--- src/rtl/reloc_win_pkg.sv ---
package reloc_win_pkg;

  // decode outcome for one bus cycle
  typedef struct packed {
    logic       hit;
    logic [7:0] ofs;
    logic       ign_data;
    logic       ign_ready;
  } win_dec_t;

endpackage

--- src/rtl/rwd_rst_sync.sv ---
module rwd_rst_sync #(
  parameter int unsigned STAGES = 2
) (
  input  logic clk,
  input  logic rst_n,
  output logic rst_n_s
);

  logic [STAGES-1:0] sync_q;

  always_ff @(posedge clk or negedge rst_n) begin
    if (!rst_n) begin
      sync_q <= '0;
    end else begin
      sync_q <= {sync_q[STAGES-2:0], 1'b1};
    end
  end

  assign rst_n_s = sync_q[STAGES-1];

endmodule

--- src/rtl/rwd_match.sv ---
module rwd_match #(
  parameter int unsigned ADDR_W = 20,
  parameter int unsigned WIN_W  = 8,
  localparam int unsigned BASE_W = ADDR_W - WIN_W
) (
  input  logic [ADDR_W-1:0] addr,
  input  logic              io_cyc,
  input  logic              rd,
  input  logic              wr,
  input  logic [BASE_W-1:0] base,
  input  logic              mem_space,
  output logic              hit,
  output logic [WIN_W-1:0]  ofs,
  output logic              ign_data,
  output logic              ign_ready
);

  logic base_eq;
  logic space_eq;
  logic strobe;

  always_comb begin
    strobe    = rd | wr;
    base_eq   = (addr[ADDR_W-1:WIN_W] == base);
    space_eq  = (io_cyc != mem_space);
    hit       = strobe & base_eq & space_eq;
    ofs       = hit ? addr[WIN_W-1:0] : '0;
    ign_ready = hit;
    ign_data  = hit & rd;
  end

endmodule

--- src/rtl/rwd_reloc_reg.sv ---
module rwd_reloc_reg #(
  parameter int unsigned    DATA_W    = 16,
  parameter int unsigned    WIN_W     = 8,
  parameter int unsigned    REG_OFS   = 254,
  parameter logic [15:0]    RESET_VAL = 16'h00FF
) (
  input  logic              clk,
  input  logic              rst_n,
  input  logic              hit,
  input  logic              wr,
  input  logic              busy,
  input  logic [WIN_W-1:0]  ofs,
  input  logic [DATA_W-1:0] wdata,
  output logic [DATA_W-1:0] reloc_q
);

  localparam logic [WIN_W-1:0] OFS_SEL = WIN_W'(REG_OFS);

  logic              pend_q, pend_d;
  logic [DATA_W-1:0] shadow_q, shadow_d;
  logic [DATA_W-1:0] reloc_d;
  logic              load_en;
  logic              cap_en;

  // next state: capture on a hitting write, commit once the bus is idle
  always_comb begin
    pend_d   = pend_q;
    shadow_d = shadow_q;
    reloc_d  = reloc_q;
    load_en  = 1'b0;
    cap_en   = 1'b0;
    if (pend_q && !busy) begin
      reloc_d = shadow_q;
      load_en = 1'b1;
      pend_d  = 1'b0;
    end
    if (hit && wr && (ofs == OFS_SEL)) begin
      shadow_d = wdata;
      cap_en   = 1'b1;
      pend_d   = 1'b1;
    end
  end

  always_ff @(posedge clk or negedge rst_n) begin
    if (!rst_n) begin
      reloc_q  <= DATA_W'(RESET_VAL);
      shadow_q <= '0;
      pend_q   <= 1'b0;
    end else begin
      pend_q <= pend_d;
      if (cap_en)  shadow_q <= shadow_d;
      if (load_en) reloc_q  <= reloc_d;
    end
  end

  AST_HOLD_WHILE_BUSY: assert property (@(posedge clk) disable iff (!rst_n)
    busy |=> $stable(reloc_q));

  AST_HOLD_NO_PENDING: assert property (@(posedge clk) disable iff (!rst_n)
    !pend_q |=> $stable(reloc_q));

  AST_RESET_STATE: assert property (@(posedge clk) disable iff (!rst_n)
    $rose(rst_n) |-> (reloc_q == DATA_W'(RESET_VAL)));

endmodule

--- src/rtl/reloc_window_decoder.sv ---
module reloc_window_decoder #(
  parameter int unsigned ADDR_W    = 20,
  parameter int unsigned WIN_W     = 8,
  parameter int unsigned DATA_W    = 16,
  parameter int unsigned REG_OFS   = 254,
  parameter logic [15:0] RESET_VAL = 16'h00FF,
  parameter int unsigned SPACE_BIT = 12,
  parameter int unsigned ESC_BIT   = 13,
  parameter int unsigned SLAVE_BIT = 14
) (
  input  logic              clk,
  input  logic              rst_n,
  input  logic [ADDR_W-1:0] bus_addr,
  input  logic              io_cycle,
  input  logic              rd_stb,
  input  logic              wr_stb,
  input  logic [DATA_W-1:0] wr_data,
  output logic              win_hit,
  output logic [WIN_W-1:0]  win_ofs,
  output logic              ext_data_ignore,
  output logic              ext_ready_ignore,
  output logic [DATA_W-1:0] reloc_value,
  output logic              intc_slave,
  output logic              esc_trap_en
);

  import reloc_win_pkg::*;

  localparam int unsigned BASE_W = ADDR_W - WIN_W;

  logic              rst_n_s;
  logic [DATA_W-1:0] reloc_q;
  win_dec_t          dec;
  logic              hit_w, ign_d_w, ign_r_w;
  logic [WIN_W-1:0]  ofs_w;
  logic              busy;

  rwd_rst_sync #(.STAGES(2)) u_rst (
    .clk     (clk),
    .rst_n   (rst_n),
    .rst_n_s (rst_n_s)
  );

  rwd_match #(.ADDR_W(ADDR_W), .WIN_W(WIN_W)) u_match (
    .addr      (bus_addr),
    .io_cyc    (io_cycle),
    .rd        (rd_stb),
    .wr        (wr_stb),
    .base      (reloc_q[BASE_W-1:0]),
    .mem_space (reloc_q[SPACE_BIT]),
    .hit       (hit_w),
    .ofs       (ofs_w),
    .ign_data  (ign_d_w),
    .ign_ready (ign_r_w)
  );

  assign busy = rd_stb | wr_stb;

  rwd_reloc_reg #(
    .DATA_W(DATA_W), .WIN_W(WIN_W), .REG_OFS(REG_OFS), .RESET_VAL(RESET_VAL)
  ) u_reg (
    .clk     (clk),
    .rst_n   (rst_n_s),
    .hit     (hit_w),
    .wr      (wr_stb),
    .busy    (busy),
    .ofs     (ofs_w),
    .wdata   (wr_data),
    .reloc_q (reloc_q)
  );

  always_comb begin
    dec.hit       = hit_w;
    dec.ofs       = 8'(ofs_w);
    dec.ign_data  = ign_d_w;
    dec.ign_ready = ign_r_w;
  end

  assign win_hit          = dec.hit;
  assign win_ofs          = WIN_W'(dec.ofs);
  assign ext_data_ignore  = dec.ign_data;
  assign ext_ready_ignore = dec.ign_ready;
  assign reloc_value      = reloc_q;
  assign intc_slave       = reloc_q[SLAVE_BIT];
  assign esc_trap_en      = reloc_q[ESC_BIT];

  AST_HIT_BASE_MATCH: assert property (@(posedge clk) disable iff (!rst_n_s)
    win_hit |-> (bus_addr[ADDR_W-1:WIN_W] == reloc_value[BASE_W-1:0]));

  AST_OFS_IDLE_ZERO: assert property (@(posedge clk) disable iff (!rst_n_s)
    !win_hit |-> (win_ofs == '0));

  AST_DATA_IGN_READ: assert property (@(posedge clk) disable iff (!rst_n_s)
    ext_data_ignore |-> (rd_stb && ext_ready_ignore));

endmodule

--- config.mk ---
export PLATFORM = sky130hd
export DESIGN_NAME = reloc_window_decoder
export DESIGN_NICKNAME = d
export VERILOG_FILES = /design/src/rtl/reloc_win_pkg.sv /design/src/rtl/rwd_rst_sync.sv /design/src/rtl/rwd_match.sv /design/src/rtl/rwd_reloc_reg.sv /design/src/rtl/reloc_window_decoder.sv
export SDC_FILE = /design/constraint.sdc
export NUM_CORES = 1
export LEC_CHECK = 0
export ABC_AREA = 1
export BUFFER_PORTS_ARGS = -buffer_cell sky130_fd_sc_hd__buf_4
export CORE_UTILIZATION = 47
export CTS_CLUSTER_DIAMETER = 120
export DETAILED_ROUTE_END_ITERATION = 7
export GPL_TIMING_DRIVEN = 0
export MAX_ROUTING_LAYER = met4
export PLACE_DENSITY = 0.85
export SETUP_SLACK_MARGIN = 0.2
export SYNTH_ARGS = -nofsm -noshare
export SYNTH_HDL_FRONTEND = slang
export SYNTH_SLANG_ARGS = --single-unit
--- constraint.sdc ---
create_clock -name clk -period 3 [get_ports clk]
set_input_delay 0.15 -clock clk [delete_from_list [all_inputs] [get_ports clk]]
set_output_delay 0.15 -clock clk [all_outputs]
set_load 0.02 [all_outputs]
==> results.md, run 1 <==
- Status: finished clean
- Synth-to-layout area growth: 41.3%
- FILL cells: 278
- Maximum level of the CTS H-tree: 2
- Clk Latency, worst-skew pair: 290 ps
- Peak VDD IR: 0.000282 V
- Final RePlAce weighted congestion: 0.780
- Async S/R FF share, synth: 100%
- Port buffer count: 69
- Clk sinks: 35
- Critical-path top delay cell: dfstp_2
- Max-Cap Viols: 0
- Worst Hold Class: input pin to flop
- Area of the multi-input gates: 671 um^2
- Wire per inst: 11.4 um
- Worst-path maximum fanout: 10
- Vert. Die Dim: 63.0 um
- Period utilization: 69.5%
- First-pass GRT wire length: 6910 um
- Final setup fails: 0
- DR DRC count: 0
- Post-route minimum period: 2090 ps
- Primary FF master, synth: dfrtp_1
- Max_slew headroom: 54.6%
- Initial Util: 50.8%
- CTS Buf Count: 5
- Highest clock rate: 480 MHz
- Total grt overflow: 0
- Iter 0 DRT Violations: 25
- Die X: 63.0 um
- CTS Root Cell: clkbuf_8
- Vias per cell: 4.62
- Reg clk slew, reported paths: 70 ps
- TritonCTS clock tree: yes
- Crit-path max cell delay: 550 ps
- Syn Std Cell Area: 0.00175 mm^2
- Post-layout nets: 342
- CTS max path bufs: 2
- Worst-Margin Slew: 681 ps
- Antenna violations before repair: 0
- Post-synthesis sequential area ratio: 50.6%
- Ys Warns: 0
- RSZ-0062 raised after global routing: false
- Layout cells sized above 1: 36.8%
- Largest net degree at the start of global routing: 34
- Clk_skew: 4.69 ps
- Synthesized net count: 265
- WP data arrival: 1940 ps
- Synth Register Bits: 35
- Leakage: 0.00154 uW
- Inst Count DP: 339
- Setup TNS: 0 ps
- Reg area: 887 um^2
- DIE AREA: 0.00397 mm^2
- EDFF count, synth: 0
- Post-Route WL: 3960 um
- Power per cell area: 425 mW/mm^2
- Cell mode on critical path: nand2_1
- Placed inst area: 0.00232 mm^2
- Max-slew violation count: 0
- Synth cell types: 22
- Setup bufs post-CTS: 0
- Final instance area: 0.00247 mm^2
- Avg Cell Area, Syn: 7.81 um^2
- # rows: 21
- Ports: 70
- Overall global routing resource usage: 23.2%
- CP endpoint kind: output port
- Inserted Diodes: 0
- Vias in the first global route: 1617
- Cell Chain, Critical Path: inv_1 -> nand2_1 -> nand2_1 -> nor2_1 -> nand2_1 -> nor2_4 -> nand2_4 -> nor2_8 -> buf_6 -> buf_4
- DPL Wire Length: 2910 um
- Critical path launch point type: flop
- CP Data Required Time: 2850 ps
- Core region area: 0.00344 mm^2
- Gate count of the mapped netlist: 224
- Kind of critical path: flop to output port
- Routed Antenna Nets: 0
- Final cell count without fillers: 348
- Pre-Repair DR Iteration Count: 4
- Hold Fails Final Rpt: 0
- Vias: 1608
[worst paths after layout]
kind,depth (start not counted),end,slack [ps],startpoint
worst max register to register,10,u_reg.shadow_q[12],1220,u_reg.reloc_q[5]
worst min register to register,0,u_reg.shadow_q[15],310,u_rst.sync_q[1]
max in group asynchronous,0,u_reg.shadow_q[12],2240,u_rst.sync_q[1]
worst min-delay path,3,u_reg.shadow_q[2],80,wr_data[2]
min in group asynchronous,2,u_rst.sync_q[1],180,rst_n
worst max-delay path,10,win_ofs[7],910,u_reg.reloc_q[1]
[state kept, by name, indices dropped and copies added (netlist names)]
name            count
u_reg.pend_q        1
u_reg.reloc_q      16
u_reg.shadow_q     16
u_rst.sync_q        2
[layout make-up]
cell class	count	share of cell area (%)
Buffer	9	2.48
Clock buffer	5	2.78
Clock inverter	3	2.73
Inverter	35	5.31
Multi-Input combinational cell	145	27.1
Sequential cell	35	35.9
Tap cell	46	2.33
Timing Repair Buffer	70	21.4
[per-layer routing]
layer / vias to the layer above / routed length (um) / track usage, %
met5: - / 0 / -
met4: 0 / 55 / 8.72
met3: 5 / 169 / 3.83
met2: 38 / 2010 / 39.1
met1: 741 / 1720 / 27.8
li1: 824 / - / -
[cell usage after synthesis (2+ instances only)]
| master | number | share of area, % |
|---|---|---|
| nor2_2 | 2 | 0.72 |
| nand3_1 | 17 | 4.9 |
| dfrtp_1 | 27 | 39 |
| mux2_2 | 4 | 2.6 |
| nand4_1 | 2 | 0.72 |
| inv_2 | 4 | 0.86 |
| or2_2 | 3 | 1.1 |
| nand2_1 | 73 | 16 |
| inv_1 | 31 | 6.7 |
| nor2_1 | 26 | 5.6 |
| dfstp_2 | 8 | 12 |
| a21oi_1 | 12 | 3.4 |
| buf_4 | 5 | 2.1 |
| clkbuf_1 | 2 | 0.43 |
[through the flow]
stage / hold slack, ps / utilization (%) / setup WS (ps) / total power, uW
detailed placement: -66.4 / 67.5 / 1230 / 556
floorplan: -146 / - / 1360 / 507
global route: 80.6 / 71.8 / 769 / 1090
global placement: -66.3 / 67.5 / 1250 / 554
finish: 78.3 / 71.8 / 915 / 1050
CTS: 75.5 / 71.8 / 887 / 1060
[critical path: cells and delay by family, from the launching register on]
kind / cells / cell delay (ps)
buf+inv: 3 / 360
flops: 1 / 550
simple gates: 7 / 750
[cells by family after synthesis]
family                 share of synthesized area [%]
other                                          0.214
multiplexers                                    2.57
AND/OR/NAND/NOR                                 32.1
flip-flops                                      50.6
buffers and inverters                           11.0
AO/OA/AOI/OAI                                   3.43
[placed cells by master, fill, tap and decap left out, drive strengths merged]
| cell | n |
|---|---|
| inv | 35 |
| clkbuf | 7 |
| nand3 | 17 |
| dfstp | 8 |
| buf | 76 |
| bufinv | 2 |
| nand2 | 75 |
| nor2 | 30 |
| conb | 1 |
| mux2 | 4 |
| dfrtp | 27 |
| a21oi | 12 |
| clkinvlp | 1 |
| nand4 | 3 |
| or2 | 3 |
| dlygate4sd3 | 1 |
[power breakdown]
group	internal [uW]	switching (uW)
clock	331	172
combinational	41.6	24.4
sequential	474	8.13
[repair_timing]
item                      in CTS  in global routing
hold buffers                   1                  0
resized for setup              0                  0
hold endpoints to repair       2                  0
Note: power is estimated with default switching activity, not from simulation.
==> run 2, diff against run 1 <==
==> constraint.sdc (replaced) <==
create_clock -name clk -period 2.03 [get_ports clk]
set_input_delay 0.1015 -clock clk [delete_from_list [all_inputs] [get_ports clk]]
set_output_delay 0.1015 -clock clk [all_outputs]
set_load 0.02 [all_outputs]
==> results.md, run 2 (synthesis results as in run 1) <==
- # rows: 21 (unchanged)
- Status: finished clean
- Regs by FF count: u_reg.reloc_q: 16 flops, u_reg.shadow_q: 16 flops, u_rst.sync_q: 2 flops
- Initial Util: 50.8% (unchanged)
- Inserted Diodes: 0 (unchanged)
- CTS max path bufs: 2 (unchanged)
- Die X: 63.0 um (unchanged)
- DPL Wire Length: 2910 um (unchanged)
- Largest net degree at the start of global routing: 34 (unchanged)
- Clk Latency, worst-skew pair: 290 ps (about the same)
- TritonCTS clock tree: yes
- Synth-to-layout area growth: 57.9%
- DR DRC count: 0 (unchanged)
- Commonest non-fill, non-tap cell in the layout: buf_4
- Maximum level of the CTS H-tree: 2 (unchanged)
- Post-layout util: 80.2% (+8.4 points)
- Worst-path maximum fanout: 8 (-2)
- Antenna violations before repair: 0 (unchanged)
- Max-slew violation count: 0 (unchanged)
- Setup TNS: 0 ps (unchanged)
- Worst Hold Class: input pin to flop
- Layout cells sized above 1: 45.6% (+8.9 points)
- Max_slew headroom: 53.9% (-0.65 points)
- Vias in the first global route: 1756 (+8.6%)
- Vias: 1825 (+13%)
- Pre-Repair DR Iteration Count: 5 (+1)
- Vias per cell: 4.99 (+7.9%)
- Power per cell area: 573 mW/mm^2 (+35%)
- WP data arrival: 1850 ps (-90 ps)
- Final RePlAce weighted congestion: 0.780 (unchanged)
- Iter 0 DRT Violations: 81 (+220%)
- Post-route minimum period: 1950 ps
- Routed Antenna Nets: 0 (unchanged)
- Wire per inst: 14.2 um (+25%)
- Ports: 70 (unchanged)
- Most frequent cells in the layout: buf_4, nand2_1, inv_1, dfrtp_1, nor2_1
- Reg clk slew, reported paths: 70 ps (about the same)
- Post-Route WL: 5200 um (+31%)
- Kind of critical path: flop to output port
- Clk_skew: 3.42 ps (-1.27 ps)
- Leakage: 0.00163 uW (+6.3%)
- Period utilization: 96.1%
- Final setup fails: 0 (unchanged)
- Critical path launch point type: flop
- CTS Root Cell: clkbuf_8
- CTS Buf Count: 5 (unchanged)
- First-pass GRT wire length: 7840 um (+13%)
- Worst-Margin Slew: 691 ps (+9.70 ps)
- DIE AREA: 0.00397 mm^2 (unchanged)
- Total grt overflow: 0 (unchanged)
- CP Data Required Time: 1930 ps (-920 ps)
- Clk sinks: 35 (unchanged)
- Vert. Die Dim: 63.0 um (unchanged)
- Hold Fails Final Rpt: 0 (unchanged)
- Port buffer count: 69 (unchanged)
- Overall global routing resource usage: 26.5% (+3.3 points)
- Highest clock rate: 513 MHz
- Max-Cap Viols: 0 (unchanged)
- Post-layout nets: 360 (+5.3%)
- RSZ-0062 raised after global routing: true
- Peak VDD IR: 0.000423 V (+50%)
- CP endpoint kind: output port
- Core region area: 0.00344 mm^2 (unchanged)
-- run 2: cell count changes in the layout (fill, tap and decap cells not counted), moves of 3 or more --
cell / delta
nor2_4: +9
nor2_1: -8
nand2_2: +3
nand2_1: -3
inv_2: +4
inv_1: -5
buf_6: +14
buf_4: +3
-- run 2: worst max-delay path, stage by stage (launching register included) --
cell	delay (ps)
dfstp_2	550
inv_2	50
nand2_2	70
nand2_1	50
nor2_1	80
nand2_1	100
nor2_4	150
nand2_4	110
buf_12	170
nor2_4	110
buf_6	120
-- run 2: final timing paths --
check                                       from                 end  slack [ps]  depth (start not counted)
worst min-delay path                  wr_data[2]   u_reg.shadow_q[2]          20                          3
worst max register to register  u_reg.reloc_q[1]  u_reg.shadow_q[12]         170                         12
min in group asynchronous                  rst_n     u_rst.sync_q[1]         120                          2
max in group asynchronous        u_rst.sync_q[1]    u_reg.reloc_q[8]        1260                          0
worst min register to register   u_rst.sync_q[1]  u_reg.shadow_q[11]         320                          0
worst max-delay path            u_reg.reloc_q[1]          win_ofs[0]          80                         10
-- run 2: repair_timing --
item	CTS	global route
pin swaps	8	8
gates resized for setup	30	13
setup endpoints to repair	11	21
cloned	0	1
setup buffers	8	9
hold endpoints to repair	2	0
hold buffers	1	0
-- run 2: layout make-up --
| cell class | count | area, um^2 |
|---|---|---|
| plain buffers | 9 | 68.8 |
| clock buffers | 5 | 68.8 |
| clock inverters | 3 | 67.6 |
| fillers | 212 | 681 |
| inverters | 35 | 134 |
| multi-input cells | 145 | 757 |
| flip-flops and latches | 35 | 887 |
| well taps | 46 | 57.6 |
| repair buffers | 88 | 721 |
-- run 2: per-layer routing --
metal / global-route usage, % / part of all wire (%) / vias up
met2: 43.4 / 52 / 78
met5: - / 0 / -
met1: 32.0 / 39 / 866
met3: 4.74 / 6.1 / 16
met4: 11.3 / 3.3 / 0
li1: - / - / 865
-- run 2: power by group --
part           internal, uW  switching (uW)  leakage [uW]  total [uW]
Sequential              700            12.2      0.000430         712
Combinational          63.3            48.5       0.00114         112
Clock                   490             269     0.0000644         759
-- run 2: stage by stage --
stage | worst slack [ps] | total power [uW] | hold WS, ps | area (um^2) | instances
after floorplan | 399 | 750 | -194 | 1750 | 224
after global placement | 310 | 819 | -115 | 2320 | 339
after detailed placement | 286 | 821 | -115 | 2320 | 339
after CTS | 145 | 1570 | 27.0 | 2650 | 356
after global routing | 10.6 | 1630 | 31.0 | 2760 | 366
final | 79.1 | 1580 | 23.9 | 2760 | 366
